File: config.mk
export PLATFORM = sky130hd
export DESIGN_NAME = cswp_guard
export DESIGN_NICKNAME = d
export VERILOG_FILES = /design/src/rtl/cswp_pkg.sv /design/src/rtl/cswp_range_dec.sv /design/src/rtl/cswp_decide.sv /design/src/rtl/cswp_resp_reg.sv /design/src/rtl/cswp_guard.sv
export SDC_FILE = /design/constraint.sdc
export NUM_CORES = 1
export LEC_CHECK = 0
export ABC_AREA = 1
export BUFFER_PORTS_ARGS = -buffer_cell sky130_fd_sc_hd__buf_2
export CAP_MARGIN = 10
export CORE_MARGIN = 8
export CORE_UTILIZATION = 55
export CTS_CLUSTER_DIAMETER = 60
export CTS_CLUSTER_SIZE = 25
export DETAILED_ROUTE_END_ITERATION = 7
export GPL_TIMING_DRIVEN = 0
export PLACE_DENSITY_LB_ADDON = 0.08
export SYNTH_ARGS = -nofsm -noshare
export SYNTH_HDL_FRONTEND = slang
export SYNTH_HIERARCHICAL = 1
export SYNTH_SLANG_ARGS = --single-unit
File: constraint.sdc
create_clock -name clk -period 1.9 [get_ports clk]
set_clock_uncertainty 0.1 [all_clocks]
set_input_delay 0.38 -clock clk [delete_from_list [all_inputs] [get_ports clk]]
set_output_delay 0.38 -clock clk [all_outputs]
set_load 0.05 [all_outputs]
File: src/rtl/cswp_pkg.sv
package cswp_pkg;

  typedef enum logic [1:0] {
    SEG_NONE      = 2'd0,
    SEG_UPPER     = 2'd1,
    SEG_LOWER     = 2'd2,
    SEG_LOWER_CFG = 2'd3
  } seg_mode_e;

  // Segment setting priority: off first, then upper, then the config page choice.
  function automatic seg_mode_e decode_mode(input logic off, input logic upper,
                                            input logic cfgpg);
    if (off)        return SEG_NONE;
    else if (upper) return SEG_UPPER;
    else if (cfgpg) return SEG_LOWER;
    else            return SEG_LOWER_CFG;
  endfunction

  // First word address of a page.
  function automatic logic [31:0] page_first(input logic [7:0] pg,
                                             input int unsigned pw_log2);
    return 32'(pg) << pw_log2;
  endfunction

  // Last word address of a page (inclusive).
  function automatic logic [31:0] page_last(input logic [7:0] pg,
                                            input int unsigned pw_log2);
    return page_first(pg, pw_log2) + ((32'd1 << pw_log2) - 32'd1);
  endfunction

endpackage

File: src/rtl/cswp_range_dec.sv
module cswp_range_dec
  import cswp_pkg::*;
#(
  parameter int unsigned PAGE_WORDS = 64,
  parameter int unsigned MEM_WORDS  = 3072
) (
  input  logic        seg_off_i,
  input  logic        seg_upper_i,
  input  logic        seg_cfgpg_i,
  input  logic [7:0]  bound_page_i,
  output seg_mode_e   mode_o,
  output logic [31:0] floor_o,
  output logic [31:0] ceil_o,
  output logic [31:0] cfg_first_o
);
  localparam int unsigned PW_LOG2 = $clog2(PAGE_WORDS);
  localparam logic [31:0] CFG_FIRST = 32'(MEM_WORDS - PAGE_WORDS);

  always_comb begin
    mode_o      = decode_mode(seg_off_i, seg_upper_i, seg_cfgpg_i);
    floor_o     = page_first(bound_page_i, PW_LOG2);
    ceil_o      = page_last(bound_page_i, PW_LOG2);
    cfg_first_o = CFG_FIRST;
  end

  // r4_/r3_: a page always spans PAGE_WORDS words
  always_comb begin
    assert (ceil_o - floor_o == 32'(PAGE_WORDS - 1))
      else $error("a_r4_page_span");
  end
endmodule

File: src/rtl/cswp_decide.sv
module cswp_decide
  import cswp_pkg::*;
#(
  parameter int unsigned ADDR_W    = 12,
  parameter int unsigned MEM_WORDS = 3072
) (
  input  logic              clk,
  input  logic              rst_n,
  input  logic [ADDR_W-1:0] addr_i,
  input  seg_mode_e         mode_i,
  input  logic [31:0]       floor_i,
  input  logic [31:0]       ceil_i,
  input  logic [31:0]       cfg_first_i,
  input  logic              global_lock_i,
  output logic              seg_hit_o,
  output logic              out_of_mem_o,
  output logic              deny_o
);
  logic [31:0] a32;
  logic        above_floor;
  logic        below_ceil;
  logic        in_cfg_page;

  always_comb begin
    a32          = 32'(addr_i);
    above_floor  = a32 >= floor_i;
    below_ceil   = a32 <= ceil_i;
    in_cfg_page  = a32 >= cfg_first_i;
    out_of_mem_o = a32 >= 32'(MEM_WORDS);
    unique case (mode_i)
      SEG_NONE:      seg_hit_o = 1'b0;
      SEG_UPPER:     seg_hit_o = above_floor;
      SEG_LOWER:     seg_hit_o = below_ceil;
      SEG_LOWER_CFG: seg_hit_o = below_ceil | in_cfg_page;
      default:       seg_hit_o = 1'b1;
    endcase
    deny_o = global_lock_i | out_of_mem_o | seg_hit_o;
  end

  // in low-range mode with the config page, the last page is always hit
  a_r5_cfg_page_hit: assert property (@(posedge clk) disable iff (!rst_n)
    (mode_i == SEG_LOWER_CFG && !out_of_mem_o && a32 >= 32'(MEM_WORDS) - (ceil_i - floor_i + 32'd1))
      |-> seg_hit_o);

  // upper mode never hits below the boundary page
  a_r3_no_hit_below_floor: assert property (@(posedge clk) disable iff (!rst_n)
    (mode_i == SEG_UPPER && a32 < floor_i) |-> !seg_hit_o);
endmodule

File: src/rtl/cswp_resp_reg.sv
module cswp_resp_reg (
  input  logic clk,
  input  logic rst_n,
  input  logic req_i,
  input  logic deny_c_i,
  output logic resp_valid_o,
  output logic grant_o,
  output logic deny_o,
  output logic violation_o
);
  always_ff @(posedge clk) begin
    if (!rst_n) begin
      resp_valid_o <= 1'b0;
      grant_o      <= 1'b0;
      deny_o       <= 1'b0;
      violation_o  <= 1'b0;
    end else begin
      resp_valid_o <= req_i;
      grant_o      <= req_i & ~deny_c_i;
      deny_o       <= req_i & deny_c_i;
      violation_o  <= violation_o | (req_i & deny_c_i);
    end
  end

  // the flag never drops without reset
  a_r9_sticky: assert property (@(posedge clk) disable iff (!rst_n)
    violation_o |=> violation_o);

  // a deny is always reflected in the flag
  a_r9_set_with_deny: assert property (@(posedge clk) disable iff (!rst_n)
    deny_o |-> violation_o);
endmodule

File: src/rtl/cswp_guard.sv
module cswp_guard
  import cswp_pkg::*;
#(
  parameter int unsigned ADDR_W     = 12,
  parameter int unsigned PAGE_WORDS = 64,
  parameter int unsigned MEM_WORDS  = 3072
) (
  input  logic              clk,
  input  logic              rst_n,
  input  logic              req_i,
  input  logic [ADDR_W-1:0] addr_i,
  input  logic              seg_off_i,
  input  logic              seg_upper_i,
  input  logic              seg_cfgpg_i,
  input  logic [7:0]        bound_page_i,
  input  logic              global_lock_i,
  output logic              resp_valid_o,
  output logic              grant_o,
  output logic              deny_o,
  output logic              violation_o
);
  seg_mode_e   mode_w;
  logic [31:0] floor_w;
  logic [31:0] ceil_w;
  logic [31:0] cfg_first_w;
  logic        seg_hit_w;
  logic        out_of_mem_w;
  logic        deny_c_w;

  cswp_range_dec #(.PAGE_WORDS(PAGE_WORDS), .MEM_WORDS(MEM_WORDS)) range_i (
    .seg_off_i    (seg_off_i),
    .seg_upper_i  (seg_upper_i),
    .seg_cfgpg_i  (seg_cfgpg_i),
    .bound_page_i (bound_page_i),
    .mode_o       (mode_w),
    .floor_o      (floor_w),
    .ceil_o       (ceil_w),
    .cfg_first_o  (cfg_first_w)
  );

  cswp_decide #(.ADDR_W(ADDR_W), .MEM_WORDS(MEM_WORDS)) decide_i (
    .clk           (clk),
    .rst_n         (rst_n),
    .addr_i        (addr_i),
    .mode_i        (mode_w),
    .floor_i       (floor_w),
    .ceil_i        (ceil_w),
    .cfg_first_i   (cfg_first_w),
    .global_lock_i (global_lock_i),
    .seg_hit_o     (seg_hit_w),
    .out_of_mem_o  (out_of_mem_w),
    .deny_o        (deny_c_w)
  );

  cswp_resp_reg resp_i (
    .clk          (clk),
    .rst_n        (rst_n),
    .req_i        (req_i),
    .deny_c_i     (deny_c_w),
    .resp_valid_o (resp_valid_o),
    .grant_o      (grant_o),
    .deny_o       (deny_o),
    .violation_o  (violation_o)
  );

  a_r7_valid_follows_req: assert property (@(posedge clk) disable iff (!rst_n)
    req_i |=> resp_valid_o);

  a_r7_idle_quiet: assert property (@(posedge clk) disable iff (!rst_n)
    !req_i |=> (!resp_valid_o && !grant_o && !deny_o));

  a_r7_one_result: assert property (@(posedge clk) disable iff (!rst_n)
    resp_valid_o |-> $onehot({grant_o, deny_o}));

  a_r8_lock_denies: assert property (@(posedge clk) disable iff (!rst_n)
    (req_i && global_lock_i) |=> deny_o);

  a_r6_out_of_mem: assert property (@(posedge clk) disable iff (!rst_n)
    (req_i && out_of_mem_w) |=> deny_o);

  a_r2_off_grants: assert property (@(posedge clk) disable iff (!rst_n)
    (req_i && seg_off_i && !global_lock_i && !out_of_mem_w) |=> grant_o);

  a_r3_upper_protects: assert property (@(posedge clk) disable iff (!rst_n)
    (req_i && !seg_off_i && seg_upper_i && seg_hit_w) |=> deny_o);
endmodule

==> impl_metrics.prom <==
# TYPE chip_impl_metric gauge
chip_impl_info{name="outcome",value="complete, no violations"} 1
chip_impl_metric{name="coreArea",unit="um2"} 3660
chip_impl_metric{name="die_area",unit="um2"} 6040
chip_impl_metric{name="routedWlPerCell",unit="um"} 6.40
chip_impl_metric{name="drive_gt1_frac",unit=""} 0.286
chip_impl_metric{name="final.min_clock_period",unit="ns"} 1.68
chip_impl_metric{name="global_route.overflow_total",unit=""} 0
chip_impl_metric{name="irDropWorstVdd",unit="uV"} 162
chip_impl_metric{name="layout.nets",unit=""} 506
chip_impl_metric{name="post_synth_instance_area",unit="um2"} 2090
chip_impl_metric{name="final_max_slew_viol_count",unit=""} 0
chip_impl_metric{name="final.period_utilization",unit=""} 0.885
chip_impl_info{name="min_from",value="rst_n"} 1
chip_impl_info{name="critical_path.reg2reg.endpoint",value="resp_i/violation_o"} 1
chip_impl_metric{name="layout-area-overhead-vs-synth",unit="%"} 24.1
chip_impl_info{name="clockRootBuffer",value="sky130_fd_sc_hd__clkbuf_8"} 1
chip_impl_metric{name="gp_congestion",unit=""} 0.722
chip_impl_info{name="crit_path_frequent_cell",value="sky130_fd_sc_hd__nand2_1"} 1
chip_impl_metric{name="critPathMaxFanout",unit=""} 3
chip_impl_metric{name="worstPathArrival",unit="ns"} 1.69
chip_impl_info{name="setup.worst_path.start",value="addr_i[3]"} 1
chip_impl_info{name="critical_path_class",value="primary input to flop"} 1
chip_impl_metric{name="ant_nets",unit=""} 0
chip_impl_info{name="min_path_type",value="primary input to flop"} 1
chip_impl_metric{name="wire_length_of_the_first_global_routing_pass",unit="um"} 6110
chip_impl_info{name="layout.cells.most_common_list",value="sky130_fd_sc_hd__buf_4, sky130_fd_sc_hd__conb_1, sky130_fd_sc_hd__nand2_1"} 1
chip_impl_info{name="setup_repair_after_global_routing_missed_its_margin",value="false"} 1
chip_impl_metric{name="clk_latency",unit="ns"} 0.22
chip_impl_metric{name="chipWidth",unit="um"} 77.7
chip_impl_metric{name="numCtsBuffers",unit=""} 3
chip_impl_metric{name="port_buffers",unit=""} 22
chip_impl_metric{name="place_area",unit="um2"} 2560
chip_impl_metric{name="critPathRequiredTime",unit="ns"} 1.91
chip_impl_metric{name="start_util",unit=""} 0.572
chip_impl_metric{name="finalWirelength",unit="um"} 3130
chip_impl_metric{name="yosys_warnings",unit=""} 6
chip_impl_metric{name="numPlacedInstances",unit=""} 486
chip_impl_metric{name="detailed_route_drc_error_count",unit=""} 0
chip_impl_metric{name="post_cts_resize_count",unit=""} 0
chip_impl_info{name="tritoncts",value="done"} 1
chip_impl_metric{name="avgSynthCellArea",unit="um2"} 6.20
chip_impl_metric{name="dr_vias",unit=""} 1777
chip_impl_metric{name="final_cell_area",unit="um2"} 2600
chip_impl_metric{name="total_leakage_power",unit="nW"} 1.74
chip_impl_info{name="path_cells",value="buf_2 -> ha_1 -> nand2_1 -> nor2_1 -> and2_1 -> nand2_1 -> nand2_1 -> nor2_1 -> nand3_1 -> nand2_1 -> nand2_1 -> nand3_1 -> nand2_1"} 1
chip_impl_metric{name="fp-row-count",unit=""} 22
chip_impl_metric{name="power_density",unit="nW/um2"} 268
chip_impl_info{name="setup.worst_path.start_class",value="primary input"} 1
chip_impl_info{name="layout.cells.most_common",value="sky130_fd_sc_hd__buf_4"} 1
chip_impl_metric{name="track_usage",unit=""} 0.115
chip_impl_metric{name="finalSetupTns",unit="ns"} 0
chip_impl_metric{name="fill_cells",unit=""} 343
chip_impl_metric{name="die-height",unit="um"} 77.7
chip_impl_metric{name="highest_clock_rate",unit="GHz"} 0.595
chip_impl_metric{name="syn-instance-count",unit=""} 338
chip_impl_metric{name="finalHoldViolations",unit=""} 0
chip_impl_metric{name="hold_buffers",unit=""} 0
chip_impl_metric{name="regToRegSetupSlack",unit="ns"} 1.29
chip_impl_metric{name="instances_no_fill",unit=""} 489
chip_impl_metric{name="crit_path_max_incr_delay",unit="ns"} 0.30
chip_impl_info{name="cp-end-kind",value="flop"} 1
chip_impl_metric{name="cts.htree.levels",unit=""} 1
chip_impl_info{name="regToRegStartpoint",value="resp_i/violation_o"} 1
chip_impl_info{name="worstSetupEndpoint",value="resp_i/violation_o"} 1
chip_impl_metric{name="dpl.hpwl",unit="um"} 3060
chip_impl_metric{name="grt_antenna_before_repair",unit=""} 0
chip_impl_metric{name="cts.reportedPaths.clkPinSlew",unit="ns"} 0.03
chip_impl_metric{name="total_inserted_antenna_cells",unit=""} 0
chip_impl_metric{name="post_cts.repair.setup_buffers",unit=""} 0
chip_impl_metric{name="routed_vias_inst",unit=""} 3.63
chip_impl_metric{name="pin_count_of_the_biggest_net_entering_global_routing",unit=""} 5
chip_impl_metric{name="io-pin-count",unit=""} 31
chip_impl_metric{name="drtPass1Iterations",unit=""} 4
chip_impl_metric{name="max_cap_violations",unit=""} 0
chip_impl_metric{name="clock_sinks",unit=""} 4
chip_impl_metric{name="worst-r2r-cell-count",unit=""} 2
chip_impl_info{name="cp_slowest_cell",value="sky130_fd_sc_hd__ha_1"} 1
chip_impl_metric{name="clock_tree.buffer_depth",unit=""} 2
chip_impl_metric{name="grt_pass1_vias",unit=""} 1685
chip_impl_metric{name="setup_viol_count_final",unit=""} 0
chip_impl_metric{name="drt_first_iter_violations",unit=""} 22
[cell type report]
cell class	count	area (um2)	share of cell area
Tap cell	48	60.1	0.0231
Sequential cell	4	80.1	0.0308
Buffer	96	721	0.277
Timing Repair Buffer	22	110	0.0424
Inverter	54	203	0.0780
Clock buffer	3	41.3	0.0159
Multi-Input combinational cell	262	1380	0.533
[routing by layer]
layer | GRT usage | up-vias | share of wire
met5 | 0 | - | 0
met4 | 0.0434 | 0 | 0.011
met3 | 0.0253 | 5 | 0.057
met2 | 0.226 | 24 | 0.50
met1 | 0.111 | 682 | 0.43
li1 | - | 1066 | -
[how the worst min path moves through the flow]
| stage | slack [ns] | endpoint | depth (start not counted) |
|---|---|---|---|
| 4_1_cts | 0.30 | resp_i/violation_o | 3 |
| 2_1_floorplan | 0.39 | resp_i/violation_o | 2 |
| 6_report | 0.30 | resp_i/violation_o | 3 |
| 3_5_place_dp | 0.34 | resp_i/violation_o | 2 |
| 3_3_place_gp | 0.33 | resp_i/violation_o | 2 |
| 5_1_grt | 0.33 | resp_i/violation_o | 3 |
[sequential cells by signal, indices dropped and copies added (netlist names)]
name                 cells
resp_i/resp_valid_o      1
resp_i/grant_o           1
resp_i/violation_o       1
resp_i/deny_o            1
[report_power, final]
group,switching [mW],internal [mW]
registers,0.00174,0.0898
clock network,0.0434,0.135
logic,0.195,0.232
total,0.241,0.457
[worst max-delay path, delay by kind of cell]
family | cells | cell delay (ns)
adder cells (fa/ha/maj) | 1 | 0.30
buffers and inverters | 1 | 0.12
AND/OR/NAND/NOR | 11 | 0.88
[through the flow]
step	hold WS [ns]	power [mW]	setup slack, ns	utilization
floorplan	0.391	0.444	0.177	-
global placement	0.329	0.504	-0.000114	0.699
detailed placement	0.341	0.513	-0.00765	0.699
CTS	0.296	0.697	0.211	0.710
global route	0.329	0.782	0.0200	0.710
finish	0.304	0.697	0.218	0.710
(Power assumes the default switching activity.)
